--- config.mk ---
export PLATFORM = sky130hd
export DESIGN_NAME = instr_fetch_seq
export DESIGN_NICKNAME = d
export VERILOG_FILES = /design/src/rtl/ifs_pkg.sv /design/src/rtl/ifs_region_decode.sv /design/src/rtl/ifs_line_cache.sv /design/src/rtl/ifs_hub_refill.sv /design/src/rtl/instr_fetch_seq.sv
export SDC_FILE = /design/constraint.sdc
export NUM_CORES = 1
export LEC_CHECK = 0
export BUFFER_PORTS_ARGS = -buffer_cell sky130_fd_sc_hd__buf_2
export CAP_MARGIN = 25
export CORE_MARGIN = 4
export CORE_UTILIZATION = 50
export CTS_BUF_LIST = sky130_fd_sc_hd__clkbuf_2 sky130_fd_sc_hd__clkbuf_4 sky130_fd_sc_hd__clkbuf_8
export DETAILED_ROUTE_END_ITERATION = 12
export PLACE_DENSITY = 0.78
export SYNTH_ARGS = -nofsm -noshare
export SYNTH_HDL_FRONTEND = slang
export SYNTH_SLANG_ARGS = --single-unit
--- constraint.sdc ---
create_clock -name clk_i -period 2.86 [get_ports clk_i]
set_clock_uncertainty 0.2 [all_clocks]
set_input_delay 0.143 -clock clk_i [delete_from_list [all_inputs] [get_ports clk_i]]
set_output_delay 0.143 -clock clk_i [all_outputs]
set_load 0.05 [all_outputs]
--- src/rtl/ifs_pkg.sv ---
package ifs_pkg;

    typedef enum logic [1:0] {
        SRC_REG = 2'd0,
        SRC_LUT = 2'd1,
        SRC_HUB = 2'd2
    } fetch_src_e;

    typedef enum logic {
        RF_IDLE = 1'b0,
        RF_FILL = 1'b1
    } refill_state_e;

    localparam int unsigned WORD_W = 32;

endpackage

--- src/rtl/ifs_region_decode.sv ---
module ifs_region_decode
    import ifs_pkg::*;
#(
    parameter int unsigned PC_W      = 20,
    parameter int unsigned REG_WORDS = 512,
    parameter int unsigned LUT_WORDS = 512
) (
    input  logic [PC_W-1:0] pc_i,
    input  logic            hub_mode_i,
    output fetch_src_e      src_o
);

    localparam logic [PC_W-1:0] REG_END = PC_W'(REG_WORDS);
    localparam logic [PC_W-1:0] LUT_END = PC_W'(REG_WORDS + LUT_WORDS);

    // Hub mode overrides the range map; otherwise the index picks the memory.
    always_comb begin
        if (hub_mode_i || (pc_i >= LUT_END)) begin
            src_o = SRC_HUB;
        end else if (pc_i < REG_END) begin
            src_o = SRC_REG;
        end else begin
            src_o = SRC_LUT;
        end
    end

endmodule

--- src/rtl/ifs_line_cache.sv ---
module ifs_line_cache
    import ifs_pkg::*;
#(
    parameter int unsigned PC_W       = 20,
    parameter int unsigned LINE_WORDS = 4
) (
    input  logic                         clk_i,
    input  logic                         rst_ni,
    input  logic                         inv_i,
    input  logic                         fill_i,
    input  logic [PC_W-$clog2(LINE_WORDS)-1:0] fill_tag_i,
    input  logic [LINE_WORDS*WORD_W-1:0] fill_line_i,
    input  logic [PC_W-1:0]              pc_i,
    output logic                         hit_o,
    output logic [WORD_W-1:0]            word_o
);

    localparam int unsigned OFS_W = $clog2(LINE_WORDS);
    localparam int unsigned TAG_W = PC_W - OFS_W;

    typedef struct packed {
        logic                               vld;
        logic [TAG_W-1:0]                   tag;
        logic [LINE_WORDS-1:0][WORD_W-1:0]  line;
    } cache_st_t;

    cache_st_t st_d, st_q;

    always_comb begin
        st_d = st_q;
        if (fill_i) begin
            st_d.vld  = 1'b1;
            st_d.tag  = fill_tag_i;
            st_d.line = fill_line_i;
        end
        if (inv_i) begin
            st_d.vld = 1'b0;
        end
    end

    always_ff @(posedge clk_i) begin
        if (!rst_ni) begin
            st_q <= '0;
        end else begin
            st_q <= st_d;
        end
    end

    assign hit_o  = st_q.vld && (st_q.tag == pc_i[PC_W-1:OFS_W]);
    assign word_o = st_q.line[pc_i[OFS_W-1:0]];

    AST_INV_EMPTIES: assert property (@(posedge clk_i) disable iff (!rst_ni)
        inv_i |=> !hit_o);

endmodule

--- src/rtl/ifs_hub_refill.sv ---
module ifs_hub_refill
    import ifs_pkg::*;
#(
    parameter int unsigned PC_W       = 20,
    parameter int unsigned LINE_WORDS = 4
) (
    input  logic                               clk_i,
    input  logic                               rst_ni,
    input  logic                               need_i,
    input  logic                               grant_i,
    input  logic                               flush_i,
    input  logic [PC_W-$clog2(LINE_WORDS)-1:0] tag_i,
    output logic                               hub_req_o,
    output logic [PC_W+1:0]                    hub_addr_o,
    input  logic [LINE_WORDS*WORD_W-1:0]       hub_line_i,
    output logic                               fill_o,
    output logic [PC_W-$clog2(LINE_WORDS)-1:0] fill_tag_o,
    output logic [LINE_WORDS*WORD_W-1:0]       fill_line_o
);

    localparam int unsigned OFS_W = $clog2(LINE_WORDS);
    localparam int unsigned TAG_W = PC_W - OFS_W;

    typedef struct packed {
        refill_state_e    st;
        logic [TAG_W-1:0] tag;
    } rf_st_t;

    rf_st_t st_d, st_q;

    // A request leaves only in a granted cycle while no fill is pending.
    assign hub_req_o  = (st_q.st == RF_IDLE) && need_i && grant_i;
    assign hub_addr_o = {tag_i, {OFS_W{1'b0}}, 2'b00};

    always_comb begin
        st_d = st_q;
        unique case (st_q.st)
            RF_IDLE: begin
                if (hub_req_o) begin
                    st_d.st  = RF_FILL;
                    st_d.tag = tag_i;
                end
            end
            RF_FILL: begin
                st_d.st = RF_IDLE;
            end
            default: st_d.st = RF_IDLE;
        endcase
    end

    always_ff @(posedge clk_i) begin
        if (!rst_ni) begin
            st_q <= '{st: RF_IDLE, tag: '0};
        end else begin
            st_q <= st_d;
        end
    end

    // A line landing after a redirect is stale and is dropped.
    assign fill_o      = (st_q.st == RF_FILL) && !flush_i;
    assign fill_tag_o  = st_q.tag;
    assign fill_line_o = hub_line_i;

    AST_FILL_FOLLOWS_REQ: assert property (@(posedge clk_i) disable iff (!rst_ni)
        fill_o |-> $past(hub_req_o));
    AST_NO_BACK_TO_BACK_REQ: assert property (@(posedge clk_i) disable iff (!rst_ni)
        hub_req_o |=> !hub_req_o);

endmodule

--- src/rtl/instr_fetch_seq.sv ---
module instr_fetch_seq
    import ifs_pkg::*;
#(
    parameter int unsigned PC_W       = 20,
    parameter int unsigned LINE_WORDS = 4,
    parameter int unsigned REG_WORDS  = 512,
    parameter int unsigned LUT_WORDS  = 512
) (
    input  logic                         clk_i,
    input  logic                         rst_ni,
    input  logic                         start_i,
    input  logic [PC_W+1:0]              start_addr_i,
    input  logic                         stop_i,
    input  logic                         jump_i,
    input  logic [PC_W+1:0]              jump_addr_i,
    input  logic                         hub_grant_i,
    output logic                         hub_req_o,
    output logic [PC_W+1:0]              hub_addr_o,
    input  logic [LINE_WORDS*WORD_W-1:0] hub_line_i,
    output logic                         reg_rd_o,
    output logic [$clog2(REG_WORDS)-1:0] reg_addr_o,
    input  logic [WORD_W-1:0]            reg_data_i,
    output logic                         lut_rd_o,
    output logic [$clog2(LUT_WORDS)-1:0] lut_addr_o,
    input  logic [WORD_W-1:0]            lut_data_i,
    output logic [WORD_W-1:0]            instr_o,
    output logic [PC_W-1:0]              instr_pc_o,
    output logic                         instr_valid_o
);

    localparam int unsigned REG_AW = $clog2(REG_WORDS);
    localparam int unsigned LUT_AW = $clog2(LUT_WORDS);
    localparam int unsigned OFS_W  = $clog2(LINE_WORDS);
    localparam int unsigned TAG_W  = PC_W - OFS_W;
    localparam int unsigned LINE_W = LINE_WORDS * WORD_W;

    typedef struct packed {
        logic              run;
        logic              hubx;
        logic [PC_W-1:0]   pc;
        logic              vld;
        fetch_src_e        src;
        logic [PC_W-1:0]   opc;
        logic [WORD_W-1:0] hword;
    } seq_st_t;

    seq_st_t st_d, st_q;

    fetch_src_e        cur_src, jmp_src;
    logic              hit;
    logic [WORD_W-1:0] hit_word;
    logic              need, flush, fill, redirect, jump_take, issue;
    logic [TAG_W-1:0]  fill_tag;
    logic [LINE_W-1:0] fill_line;
    logic [PC_W-1:0]   start_pc, jump_pc, lut_ofs;
    logic              unused_lowbits;

    // Long alignment: the byte-lane bits of a target are dropped.
    assign start_pc       = start_addr_i[PC_W+1:2];
    assign jump_pc        = jump_addr_i[PC_W+1:2];
    assign unused_lowbits = ^{start_addr_i[1:0], jump_addr_i[1:0]};

    ifs_region_decode #(
        .PC_W(PC_W), .REG_WORDS(REG_WORDS), .LUT_WORDS(LUT_WORDS)
    ) u_cur_dec (
        .pc_i(st_q.pc), .hub_mode_i(st_q.hubx), .src_o(cur_src)
    );

    ifs_region_decode #(
        .PC_W(PC_W), .REG_WORDS(REG_WORDS), .LUT_WORDS(LUT_WORDS)
    ) u_jmp_dec (
        .pc_i(jump_pc), .hub_mode_i(1'b0), .src_o(jmp_src)
    );

    ifs_line_cache #(
        .PC_W(PC_W), .LINE_WORDS(LINE_WORDS)
    ) u_cache (
        .clk_i(clk_i), .rst_ni(rst_ni), .inv_i(flush), .fill_i(fill),
        .fill_tag_i(fill_tag), .fill_line_i(fill_line), .pc_i(st_q.pc),
        .hit_o(hit), .word_o(hit_word)
    );

    ifs_hub_refill #(
        .PC_W(PC_W), .LINE_WORDS(LINE_WORDS)
    ) u_refill (
        .clk_i(clk_i), .rst_ni(rst_ni), .need_i(need), .grant_i(hub_grant_i),
        .flush_i(flush), .tag_i(st_q.pc[PC_W-1:OFS_W]),
        .hub_req_o(hub_req_o), .hub_addr_o(hub_addr_o), .hub_line_i(hub_line_i),
        .fill_o(fill), .fill_tag_o(fill_tag), .fill_line_o(fill_line)
    );

    // Priority: stop, then start, then a jump (only while running).
    assign jump_take = jump_i && st_q.run && !stop_i && !start_i;
    assign redirect  = stop_i || start_i || jump_take;
    assign flush     = stop_i || start_i || (jump_take && (jmp_src == SRC_HUB));
    assign issue     = st_q.run && !redirect && ((cur_src != SRC_HUB) || hit);
    assign need      = st_q.run && !redirect && (cur_src == SRC_HUB) && !hit;

    always_comb begin
        st_d     = st_q;
        st_d.vld = issue;
        if (issue) begin
            st_d.src   = cur_src;
            st_d.opc   = st_q.pc;
            st_d.hword = hit_word;
            st_d.pc    = st_q.pc + 1'b1;
        end
        if (jump_take) begin
            st_d.pc   = jump_pc;
            st_d.hubx = (jmp_src == SRC_HUB);
        end
        if (start_i) begin
            st_d.run  = 1'b1;
            st_d.hubx = 1'b1;
            st_d.pc   = start_pc;
        end
        if (stop_i) begin
            st_d.run = 1'b0;
        end
    end

    always_ff @(posedge clk_i) begin
        if (!rst_ni) begin
            st_q <= '0;
        end else begin
            st_q <= st_d;
        end
    end

    assign lut_ofs    = st_q.pc - PC_W'(REG_WORDS);
    assign reg_rd_o   = issue && (cur_src == SRC_REG);
    assign reg_addr_o = st_q.pc[REG_AW-1:0];
    assign lut_rd_o   = issue && (cur_src == SRC_LUT);
    assign lut_addr_o = lut_ofs[LUT_AW-1:0];

    always_comb begin
        unique case (st_q.src)
            SRC_REG: instr_o = reg_data_i;
            SRC_LUT: instr_o = lut_data_i;
            default: instr_o = st_q.hword;
        endcase
    end

    assign instr_pc_o    = st_q.opc;
    assign instr_valid_o = st_q.vld;

    AST_STOP_CLEARS_VALID: assert property (@(posedge clk_i) disable iff (!rst_ni)
        stop_i |=> !instr_valid_o);
    AST_JUMP_BUBBLE: assert property (@(posedge clk_i) disable iff (!rst_ni)
        jump_i |=> !instr_valid_o);
    AST_SEQ_PC: assert property (@(posedge clk_i) disable iff (!rst_ni)
        instr_valid_o && $past(instr_valid_o) |-> instr_pc_o == $past(instr_pc_o) + 1'b1);
    AST_LOCAL_NO_HUB: assert property (@(posedge clk_i) disable iff (!rst_ni)
        (reg_rd_o || lut_rd_o) |-> !hub_req_o);
    AST_START_IN_HUB: assert property (@(posedge clk_i) disable iff (!rst_ni)
        start_i && !stop_i |=> !reg_rd_o && !lut_rd_o);

endmodule

# [Word level (Yosys, flattened, before mapping)]
# Cells that the tools add are included.
[word_totals] register_bits=243 out_inout_bits=96 elab_cells=73
[op_classes] addsub=2 magnitude_cmp=5 eq_ne=6 n_mux=12 n_bitwise=2 n_reduce_logical=31
[op_table] op="binary-select mux 32 bit (select 2 bit)" count=1
[op_table] op="case mux 32 bit (2 select lines)" count=1
[op_table] op="two-way mux 21 bit" count=2
[op_table] op="greater-or-equal comparator 20 x 11 -> 1 bit (second input constant)" count=2
[op_table] op="less-than comparator 20 x 10 -> 1 bit (second input constant)" count=2
[op_table] op="two-way mux 32 bit" count=1
[op_table] op="adder 20 x 1 -> 20 bit (second input constant)" count=1
[op_table] op="two-way mux 20 bit" count=1
[op_table] op="two-way mux 19 bit" count=1
[op_table] op="== test 18 bit" count=1
[op_table] op="logical AND 1 bit" count=14
[op_table] op="subtractor 9 x 1 -> 9 bit (second input constant)" count=1
[op_table] op="logical NOT 1 bit" count=5
[op_table] op="logical OR 1 bit" count=5
[op_table] op="== test 2 x 1 -> 1 bit (second input constant)" count=2
[op_table] op="== test 2 bit (second input constant)" count=2
[op_table] op="logical NOT 2 bit" count=2
[op_table] op="two-way mux 2 bit" count=2
[op_table] op="OR reduction 2 bit" count=2
[op_table] op="less-than comparator 2 x 3 -> 1 bit (second input constant)" count=1
[op_table] op="nonzero test 3 bit" count=1
[op_table] op="two-way mux 1 bit" count=2
[op_table] op="inequality test 2 bit (second input constant)" count=1
[op_table] op="NOT 1 bit" count=2
[op_table] op="3 further kinds" count=3

# [Logic depth before layout (Yosys ltp)]
# Gate-level depths: netlist (run 1).
[logic_depth] depth_word=12 ltp_mapped=10

# [Modules after synthesis]
# A second synthesis (run 1) with hierarchy kept.
[hier_totals] cells_unflattened=1390 area_unflattened_um2=12963.7
[by_module_without_submodules] module="ifs_line_cache" n_inst=1 cells_per_inst=537 area_each_um2=6434.9 seq_area_each_um2=2942.8
[by_module_without_submodules] module="instr_fetch_seq" n_inst=1 cells_per_inst=587 area_each_um2=4404.2 seq_area_each_um2=1541.5
[by_module_without_submodules] module="ifs_hub_refill" n_inst=1 cells_per_inst=252 area_each_um2=2029.4 seq_area_each_um2=380.4
[by_module_without_submodules] module="ifs_region_decode" n_inst=2 cells_per_inst=7 area_each_um2=47.5 seq_area_each_um2=0.0

# [Worst setup path before layout (run 1)]
# OpenSTA, ideal clock, no wires.
[synth_timing] kind="register to register" from="register st_q (netlist bit reg_addr_o[3])" to="register u_refill.st_q (netlist bit u_refill.fill_tag_o[10])" setup_ns=0.154 arrival_time_ns=2.343 t_required_ns=2.506 slack_ns=0.163 path_stages_with_launch=9 path_buffers=3 path_cell_list="dfxtp_1 -> clkbuf_1 -> xor2_1 -> nand4b_1 -> nor3_1 -> a211oi_1 -> clkbuf_1 -> clkbuf_1 -> o21ai_0"
[synth_between] elab_chain_len=9
[synth_rtl] item="start, declared" line="instr_fetch_seq.sv:47" source="seq_st_t st_d, st_q;"
[synth_rtl] item="start signal, assigned" line="instr_fetch_seq.sv:126" source="st_q <= st_d;"
[synth_rtl] item="less-than comparator 20 x 10 -> 1 bit or greater-or-equal comparator 20 x 11 -> 1 bit (tied branches)" line="ifs_region_decode.sv:20, ifs_region_decode.sv:18"
[synth_rtl] item="two-way mux 1 bit or logical OR 1 bit (tied branches)" line="ifs_region_decode.sv:20, ifs_region_decode.sv:18"
[synth_rtl] item="two-way mux 2 bit" line="ifs_region_decode.sv:18" source="if (hub_mode_i || (pc_i >= LUT_END)) begin"
[synth_rtl] item="== test 2 bit" line="instr_fetch_seq.sv:97" source="assign need = st_q.run && !redirect && (cur_src == SRC_HUB) && !hit;"
[synth_rtl] item="logical AND 1 bit" line="instr_fetch_seq.sv:97"
[synth_rtl] item="logical AND 1 bit *" line="instr_fetch_seq.sv:97"
[synth_rtl] item="logical AND 1 bit * (2 in series)" line="ifs_hub_refill.sv:32" source="assign hub_req_o = (st_q.st == RF_IDLE) && need_i && grant_i;"
[synth_rtl] item="named net hub_req_o" line="instr_fetch_seq.sv:17" source="output logic hub_req_o,"
[synth_rtl] item="AND reduction 2 bit (no line) *"
[synth_rtl] item="end signal, assigned" line="ifs_hub_refill.sv:53" source="st_q <= '{st: RF_IDLE, tag: '0};"
[synth_rtl] item="end signal, assigned" line="ifs_hub_refill.sv:55" source="st_q <= st_d;"
[synth_rtl] item="end, declared" line="ifs_hub_refill.sv:29" source="rf_st_t st_d, st_q;"
# The timed path passes the listed nets; every way through them passes the cells marked *.
# A chain may end at the register's enable or synchronous reset.

# [Worst setup path in the final report (run 1)]
[layout_timing] from="register st_q[68] in the netlist's numbering" to="output port lut_rd_o"
[layout_between] elab_chain_len=7
[layout_rtl] item="less-than comparator 20 x 10 -> 1 bit or greater-or-equal comparator 20 x 11 -> 1 bit (tied branches)" line="ifs_region_decode.sv:20, ifs_region_decode.sv:18"
[layout_rtl] item="two-way mux 1 bit or logical OR 1 bit (tied branches)" line="ifs_region_decode.sv:20, ifs_region_decode.sv:18"
[layout_rtl] item="two-way mux 2 bit" line="ifs_region_decode.sv:18"
[layout_rtl] item="inequality test 2 bit" line="instr_fetch_seq.sv:96" source="assign issue = st_q.run && !redirect && ((cur_src != SRC_HUB) || hit);"
[layout_rtl] item="logical OR 1 bit" line="instr_fetch_seq.sv:96"
[layout_rtl] item="logical AND 1 bit" line="instr_fetch_seq.sv:96"
[layout_rtl] item="logical AND 1 bit *" line="instr_fetch_seq.sv:133" source="assign lut_rd_o = issue && (cur_src == SRC_LUT);"
[layout_rtl] item="end, declared" line="instr_fetch_seq.sv:23" source="output logic lut_rd_o,"
# Mark *: on every way between the ends. The rest lies on a longest branch, timed or not.

==> flow_summary.toml, run 1 <==
[clocking]
ctsRootBufferMaster = "clkbuf_8"
cts_setup_buffers = 0
clk_latency_ns = 0.52
numClockSinks = 243
clkTransAtPathRegs_ns = 0.06
cts_buffer_depth = 3
cts_tree = "built"
htree_num_levels = 2
numCtsBuffers = 40

[yosys]
ys_types = 58
synthFlopType = "dfxtp_1"
synth_edf_count = 0
syn_inst = 1448
yosysTopAreaCell = "dfxtp_1"
synthTopCellsByArea = "dfxtp_1 43%, nand2_1 16%, a21oi_1 10%, mux4_2 6.3%, buf_4 4.1%"
ys_warn_count = 0
synth.avg_cell_area_um2 = 7.85
synth_top_area_frac = 0.428
netlist_top_cells_count = "475 x nand2_1, 243 x dfxtp_1, 233 x a21oi_1, 110 x clkbuf_1, 68 x o21ai_0"
synth_seq_cells = 243
synth-async-reset-ratio = 0
syn_area_mm2 = 0.0114
yosysMostFrequentCell = "nand2_1"
synth-seq-area-share = 0.428

[power]
ir_drop_mv = 0.320
p_leak_nw = 5.96
powerDensity_mw_per_mm2 = 490

[floorplan]
die-width_um = 159
start_util = 0.515
die_h_um = 159
io_pins = 338
core_area_mm2 = 0.0221
fp.dieArea_mm2 = 0.0252
rows = 54

[setup_path]
crit_buf_inv = 2
crit_type = "register to output pin"
slowest_delay_ns = 0.57
reg2reg_to = "reg_addr_o[6]$_SDFFE_PN0P_"
start_kind = "register"
arrival_ns = 2.43
required_ns = 2.52
critPathMaxFanout = 7
crit_chain = "or4_1, nor4_4, buf_4, and3_1, buf_2"
slowest_stage = "or4_1"
rrSetupSlack_ns = 0.10
crit_cells = 5
rr_worst_depth = 7
cp_top_family = "simple AND/OR/NAND/NOR gates"
r2r_start = "st_q[68]$_SDFFE_PN0P_"
endpoint_kind = "output pin"

[routing]
drc = 0
routedWlPerCell_um = 19.3
ant_nets = 0
drt_wl_total_um = 41900
drtPass1Iterations = 5
drt_iter0_markers = 1138
via_per_inst = 5.66
vias = 12300

[run_status]
run_status = "completed"

[worst_hold_path]
hold_class = "input port to register"
hold_path_startpoint = "jump_addr_i[14]"
whs_endpoint = "st_q[67]$_SDFFE_PN0P_"
holdPathStages = 5

[timing]
finalSetupViolations = 0
max_freq_ghz = 0.360
fin_crit_ns = 2.77
tightest_slew_ns = 0.797
rsz0062_at_grt = "false"
finalCritPeriodShare = 0.970
hold_ws_ns = 0.0344
max-slew-margin-rel = 0.469
hold_viol = 0
fin_setup_tns_ns = 0
report.final.slew_viol_count = 0

[grt]
gr-total-overflow = 0
grt_first_pass_wirelength_um = 65300
grt_max_degree = 111
grt_pass1_vias = 12200
antenna_found_initial = 15
grt.total_usage = 0.319

[cells_and_area]
drive_above_1_share = 0.263
syn_to_final_growth_pct = 36.7
final_net_count = 2102

[flow_run]
max_cap_viol_count = 0

[placement]
gp_congestion = 0.927
portBuffers = 329
dp_hpwl_um = 25400
how the worst max path moves through the flow:
| stage | to | slack, ns | start |
|---|---|---|---|
| global placement | st_q[71]$_SDFFE_PN0P_ | 0.35 | st_q[68]$_SDFFE_PN0P_ |
| CTS | hub_req_o | 0.002 | st_q[67]$_SDFFE_PN0P_ |
| detailed placement | st_q[71]$_SDFFE_PN0P_ | 0.30 | st_q[68]$_SDFFE_PN0P_ |
| global route | lut_rd_o | 0.02 | st_q[68]$_SDFFE_PN0P_ |
| finish | lut_rd_o | 0.09 | st_q[68]$_SDFFE_PN0P_ |
| floorplan | u_refill.fill_tag_o[10]$_SDFFE_PN0P_ | 0.16 | reg_addr_o[3]$_SDFFE_PN0P_ |
logic make-up (layout without fill, tap and decap cells):
family	Yosys count	count (layout)	share of synthesized area
AND/OR/NAND/NOR	588	588	0.216
AO/OA/AOI/OAI	342	342	0.163
flip-flops	243	243	0.428
buffers and inverters	188	618	0.0835
multiplexers	65	65	0.0924
XOR/XNOR	19	19	0.0146
adder cells (fa/ha/maj)	2	2	0.00220
other	1	18	0.000330
through the flow:
step | instance area (µm²) | util | power, mW | instances | setup slack [ns]
after floorplan | 11400 | - | 4.02 | 1451 | 0.163
after global placement | 13000 | 0.587 | 4.31 | 1926 | 0.348
after detailed placement | 13000 | 0.587 | 4.31 | 1926 | 0.300
after CTS | 15500 | 0.701 | 7.59 | 2160 | 0.00158
after global routing | 15500 | 0.703 | 7.85 | 2174 | 0.0160
final | 15500 | 0.703 | 7.61 | 2175 | 0.0851
worst reg2reg max path, cell delays in order (launching register included):
cell	delay [ns]
dfxtp_1	0.38
or4_1	0.57
nor4_4	0.18
and2_4	0.25
a31oi_4	0.12
o211ai_1	0.30
dlygate4sd3_1	0.60
a21oi_1	0.04
sequential cells by signal, indices dropped and copies added (netlist names):
signal and flops:
st_q 47, reg_addr_o 9, u_cache.st_q 147, u_refill.st_q 1, u_refill.fill_tag_o 18, instr_pc_o 20
instr_valid_o 1
cells in the final DEF, fill, tap and decap left out, types with 6 or more instances in the layout:
| cell | Yosys | final |
|---|---|---|
| and3_1 | 11 | 11 |
| nand4_1 | 8 | 8 |
| mux2i_1 | 33 | 33 |
| xnor2_1 | 18 | 18 |
| nor2_1 | 19 | 19 |
| buf_12 | 0 | 9 |
| clkbuf_4 | 0 | 11 |
| nand2_1 | 475 | 475 |
| nor3_1 | 10 | 10 |
| nand3_1 | 32 | 32 |
| dlygate4sd3_1 | 0 | 170 |
| mux4_2 | 32 | 32 |
| dfxtp_1 | 243 | 238 |
| buf_4 | 62 | 41 |
| a31oi_1 | 7 | 6 |
| buf_2 | 9 | 328 |
| clkbuf_8 | 0 | 54 |
| o21ai_0 | 68 | 68 |
| a21oi_1 | 233 | 233 |
| diode_2 | 0 | 14 |
power breakdown:
group / leakage [nW] / switching, mW / internal (mW)
Clock: 0.439 / 1.35 / 1.80
Sequential: 1.96 / 0.0320 / 3.41
Combinational: 3.56 / 0.579 / 0.435
Total: 5.96 / 1.96 / 5.65
metal layers:
layer | global-route usage | share of wire | vias to the layer above
met5 | 0 | 0.00031 | -
met4 | 0.211 | 0.068 | 2
met2 | 0.511 | 0.47 | 737
met3 | 0.0848 | 0.085 | 238
li1 | - | - | 5679
met1 | 0.378 | 0.37 | 5659
final cells by class:
cell class	instances	area [µm²]
Inverter	4	20.0
Sequential cell	243	4870
Multi-Input combinational cell	1020	5600
Fill cell	1601	6550
Timing Repair Buffer	549	3840
Antenna cell	14	35.0
Clock buffer	65	826
Tap cell	280	350
repair_timing:
item | 4_1_cts | 5_1_grt
gates cloned | 0 | 0
gates resized for setup | 2 | 3
hold buffers | 169 | 1
hold endpoints to repair | 152 | 1
setup endpoints to repair | 1 | 3
Note: power is estimated with default switching activity, not from simulation.
==> inputs of run 2 (changes only) <==
--- a/config.mk
+++ b/config.mk
@@ -6,12 +6,14 @@
 export NUM_CORES = 1
 export LEC_CHECK = 0
 export BUFFER_PORTS_ARGS = -buffer_cell sky130_fd_sc_hd__buf_2
-export CAP_MARGIN = 25
+export CAP_MARGIN = 10
+export CELL_PAD_IN_SITES_DETAIL_PLACEMENT = 0
+export CELL_PAD_IN_SITES_GLOBAL_PLACEMENT = 2
 export CORE_MARGIN = 4
-export CORE_UTILIZATION = 50
+export CORE_UTILIZATION = 30
 export CTS_BUF_LIST = sky130_fd_sc_hd__clkbuf_2 sky130_fd_sc_hd__clkbuf_4 sky130_fd_sc_hd__clkbuf_8
 export DETAILED_ROUTE_END_ITERATION = 12
-export PLACE_DENSITY = 0.78
+export PLACE_DENSITY_LB_ADDON = 0.1
 export SYNTH_ARGS = -nofsm -noshare
 export SYNTH_HDL_FRONTEND = slang
 export SYNTH_SLANG_ARGS = --single-unit
==> flow_summary.toml, run 2 (synthesized netlist as in run 1, its figures left out) <==
[power]
ir_drop_mv = 0.280
powerDensity_mw_per_mm2 = 505
p_leak_nw = 6.10

[routing]
routedWlPerCell_um = 17.2
drt_wl_total_um = 41600
drc = 0
drt_iter0_markers = 615
via_per_inst = 4.70
ant_nets = 0
drtPass1Iterations = 5
vias = 11400

[grt]
met2_usage = 0.316
grt_max_degree = 100
grt_pass1_vias = 11500
grt.busiest_layer = "met2"
gr-total-overflow = 0
grt_use_met1 = 0.276
grt.total_usage = 0.196
antenna_found_initial = 0
grt_util_met3 = 0.0327
grt_first_pass_wirelength_um = 65200

[cells_and_area]
regMostFlops = "u_cache.st_q"
largest_reg_flops = 147
drive_above_1_share = 0.273
final_common_cell = "nand2_1"
final_util = 0.428
layout_common_cells = "475 x nand2_1, 327 x buf_2, 239 x dfxtp_1"
syn_to_final_growth_pct = 41.2
final_cell_count_no_fill = 2419
final_net_count = 2115

[timing]
max-slew-margin-rel = 0.420
tightest_slew_ns = 0.870
report.final.slew_viol_count = 0
finalSetupViolations = 0
max_freq_ghz = 0.367
hold_viol = 0
finalCritPeriodShare = 0.954
hold_ws_ns = 0.0374
fin_crit_ns = 2.73
fin_ws_ns = 0.132
rsz0062_at_grt = "false"
fin_setup_tns_ns = 0

[floorplan]
start_util = 0.303
core_area_mm2 = 0.0375
io_pins = 338
fp.dieArea_mm2 = 0.0411
die-width_um = 203
rows = 71
die_h_um = 203

[worst_hold_path]
hold_class = "input port to register"

[placement]
gp_congestion = 0.827
place_ws_ns = 0.257
dp_hpwl_um = 28100
portBuffers = 329
dp.cells = 2163

[setup_path]
required_ns = 2.52
crit_type = "register to output pin"
endpoint_kind = "output pin"
start_kind = "register"
critPathMaxFanout = 6
arrival_ns = 2.39

[clocking]
numClockSinks = 243
ctsRootBufferMaster = "clkbuf_8"
clk_latency_ns = 0.54
htree_num_levels = 2
cts_buffer_depth = 3
clkTransAtPathRegs_ns = 0.06
cts_tree = "built"
numCtsBuffers = 46

[flow_run]
max_cap_viol_count = 0

[run_status]
run_status = "completed"
-- run 2: routing by layer --
layer,vias to the layer above,share of wire
li1,5686,-
met1,5317,0.47
met2,320,0.46
met3,58,0.052
met4,0,0.019
met5,-,0
-- run 2: layout make-up --
class / instances / area [µm²]
Multi-Input combinational cell: 1020 / 5610
Tap cell: 511 / 639
Sequential cell: 243 / 4870
Antenna cell: 1 / 2.50
Clock inverter: 4 / 47.5
Timing Repair Buffer: 556 / 3910
Fill cell: 3983 / 21400
Clock buffer: 80 / 957
Inverter: 4 / 20.0
-- run 2: path summary, 6_finish.rpt --
kind | from | cells past startpoint | slack [ns] | endpoint
setup / recovery | st_q[65]$_SDFFE_PN0P_ | 5 | 0.13 | lut_rd_o
hold / removal | jump_addr_i[17] | 4 | 0.04 | st_q[70]$_SDFFE_PN0P_
setup reg to reg | reg_addr_o[3]$_SDFFE_PN0P_ | 7 | 0.30 | st_q[66]$_SDFFE_PN0P_
hold reg to reg | u_refill.fill_tag_o[6]$_SDFFE_PN0P_ | 2 | 0.24 | u_cache.st_q[134]$_SDFFE_PN0P_
-- run 2: power breakdown --
part / internal (mW) / leakage [nW] / switching [mW]
clock network: 2.18 / 0.538 / 1.47
registers: 3.41 / 1.96 / 0.0197
logic: 0.440 / 3.60 / 0.593
total: 6.03 / 6.10 / 2.08
-- run 2: critical path: stages, from the launching register on --
cell	delay (ns)
dfxtp_1	0.39
or4_4	0.52
nor4_4	0.24
buf_4	0.18
and3_1	0.28
buf_4	0.24
-- run 2: timing repair --
item / in CTS / in global routing
endpoints found under the hold margin: 178 / 0
setup endpoints to repair: 2 / 3
gates resized for setup: 3 / 5
pin swaps: 1 / 0
hold buffers: 170 / 0
gates cloned: 0 / 0
setup buffers: 1 / 0
-- run 2: stage by stage --
step	instance area (µm²)	power (mW)
6_report	16100	8.11
4_1_cts	16000	8.24
2_1_floorplan	11400	4.02
3_5_place_dp	13300	4.35
3_3_place_gp	13300	4.35
5_1_grt	16100	8.47
==> inputs of run 3 (changes only) <==
--- a/config.mk
+++ b/config.mk
@@ -13,7 +13,9 @@
 export CORE_UTILIZATION = 30
 export CTS_BUF_LIST = sky130_fd_sc_hd__clkbuf_2 sky130_fd_sc_hd__clkbuf_4 sky130_fd_sc_hd__clkbuf_8
 export DETAILED_ROUTE_END_ITERATION = 12
+export MAX_ROUTING_LAYER = met4
 export PLACE_DENSITY_LB_ADDON = 0.1
+export RECOVER_POWER = 50
 export SYNTH_ARGS = -nofsm -noshare
 export SYNTH_HDL_FRONTEND = slang
 export SYNTH_SLANG_ARGS = --single-unit
==> flow_summary.toml, run 3 (synthesized netlist as in run 1, its figures left out) <==
[run_status]
run_status = "completed"

[clocking]
numCtsBuffers = 46
numClockSinks = 243
htree_num_levels = 2
clk_latency_ns = 0.54
cts_buffer_depth = 3
ctsRootBufferMaster = "clkbuf_8"
clkTransAtPathRegs_ns = 0.06
cts_tree = "built"

[cells_and_area]
final_common_cell = "nand2_1"
final_net_count = 2115
n_antenna_cell = 0
final_cell_count_no_fill = 2418
fillCellCount = 4028
layout_common_cells = "475 x nand2_1, 245 x buf_2, 239 x dfxtp_1"
regMostFlops = "u_cache.st_q"
drive_above_1_share = 0.231
syn_to_final_growth_pct = 40.2
largest_reg_flops = 147

[setup_path]
cp_top_family = "buffers and inverters"
slowest_stage = "dlygate4sd3_1"
r2r_start = "st_q[65]$_SDFFE_PN0P_"
arrival_ns = 2.43
critPathMaxFanout = 7
reg2reg_to = "st_q[67]$_SDFFE_PN0P_"
rrSetupSlack_ns = 0.21
slowest_delay_ns = 0.64
required_ns = 2.52
crit_chain = "dlygate4sd3_1, clkbuf_1, nor4b_4, dlygate4sd3_1, and3_1, buf_4"
cpMostUsedCell = "dlygate4sd3_1"
crit_buf_inv = 4
start_kind = "input port"
rr_worst_depth = 7
crit_type = "input port to output pin"
endpoint_kind = "output pin"

[timing]
fin_crit_ns = 2.77
fin_setup_tns_ns = 0
finalSetupViolations = 0
tightest_slew_ns = 1.29
hold_viol = 0
rsz0062_at_grt = "false"
report.final.slew_viol_count = 0
max_freq_ghz = 0.361
finalCritPeriodShare = 0.969
max-slew-margin-rel = 0.142
hold_ws_ns = 0.0369

[worst_hold_path]
hold_class = "input port to register"
whs_endpoint = "st_q[68]$_SDFFE_PN0P_"
holdPathStages = 4
hold_path_startpoint = "jump_addr_i[15]"

[grt]
grt.total_usage = 0.201
grt_first_pass_wirelength_um = 65300
grt_max_degree = 100
grt_pass1_vias = 11500
gr-total-overflow = 0
antenna_found_initial = 0

[routing]
routedWlPerCell_um = 17.2
drt_wl_total_um = 41700
vias = 11400
drtPass1Iterations = 5
ant_nets = 0
drc = 0
via_per_inst = 4.70
drt_iter0_markers = 610

[floorplan]
die-width_um = 203
fp.dieArea_mm2 = 0.0411
die_h_um = 203
core_area_mm2 = 0.0375
start_util = 0.303
io_pins = 338
rows = 71

[power]
ir_drop_mv = 0.279
p_leak_nw = 5.81
powerDensity_mw_per_mm2 = 508
power_mw = 8.10

[placement]
dp_hpwl_um = 28100
dp.cells = 2163
portBuffers = 329
gp_congestion = 0.840

[flow_run]
max_cap_viol_count = 0
run 3: changes by cell type in the layout (fill, tap and decap cells not counted), moves of 6 or more:
cell      delta
buf_2       -82
clkbuf_1    +79
buf_4        -6
clkbuf_2     +8
run 3: per-layer routing:
metal	share of wire	routed length (µm)	vias to the layer above	global-route usage
li1	-	-	5687	-
met1	0.48	20000	5303	0.276
met2	0.45	18900	306	0.316
met3	0.047	1980	59	0.0311
met4	0.019	773	0	0.0473
met5	0	0	-	-
run 3: through the flow:
stage | instance area, µm² | worst slack [ns] | util
CTS | 16000 | 0.0136 | 0.428
global route | 15900 | 0.00214 | 0.425
floorplan | 11400 | 0.163 | -
detailed placement | 13300 | 0.257 | 0.355
global placement | 13300 | 0.292 | 0.355
finish | 15900 | 0.0874 | 0.425
run 3: worst min-delay path: stages:
cell	delay (ns)
buf_2	0.09
or3_1	0.09
o21ai_0	0.13
o32ai_2	0.28
run 3: area by class of cell:
class | instances | area [µm²] | area share
inverters | 4 | 20.0 | 0.00126
clock buffers | 80 | 957 | 0.0600
repair buffers | 556 | 3800 | 0.238
multi-input cells | 1020 | 5610 | 0.352
clock inverters | 4 | 47.5 | 0.00298
well taps | 511 | 639 | 0.0401
flip-flops and latches | 243 | 4870 | 0.306
run 3: worst max-delay path by stage:
| stage | depth (start not counted) | startpoint | endpoint |
|---|---|---|---|
| 3_5_place_dp | 7 | st_q[65]$_SDFFE_PN0P_ | st_q[66]$_SDFFE_PN0P_ |
| 3_3_place_gp | 6 | st_q[65]$_SDFFE_PN0P_ | st_q[68]$_SDFFE_PN0P_ |
| 2_1_floorplan | 8 | reg_addr_o[3]$_SDFFE_PN0P_ | u_refill.fill_tag_o[10]$_SDFFE_PN0P_ |
| 5_1_grt | 7 | st_q[65]$_SDFFE_PN0P_ | hub_req_o |
| 6_report | 6 | stop_i | lut_rd_o |
| 4_1_cts | 7 | st_q[65]$_SDFFE_PN0P_ | hub_req_o |
run 3: power by group:
part | internal, mW | switching (mW)
Combinational | 0.427 | 0.595
Sequential | 3.41 | 0.0198
Clock | 2.18 | 1.48
Total | 6.01 | 2.09
run 3: what timing repair did:
| item | 4_1_cts | 5_1_grt |
|---|---|---|
| pin swaps | 1 | 0 |
| endpoints found under the setup margin | 2 | 3 |
| resized for setup | 3 | 5 |
| setup buffers | 1 | 0 |
| hold buffers | 170 | 0 |
| cloned | 0 | 0 |
| endpoints found under the hold margin | 178 | 0 |
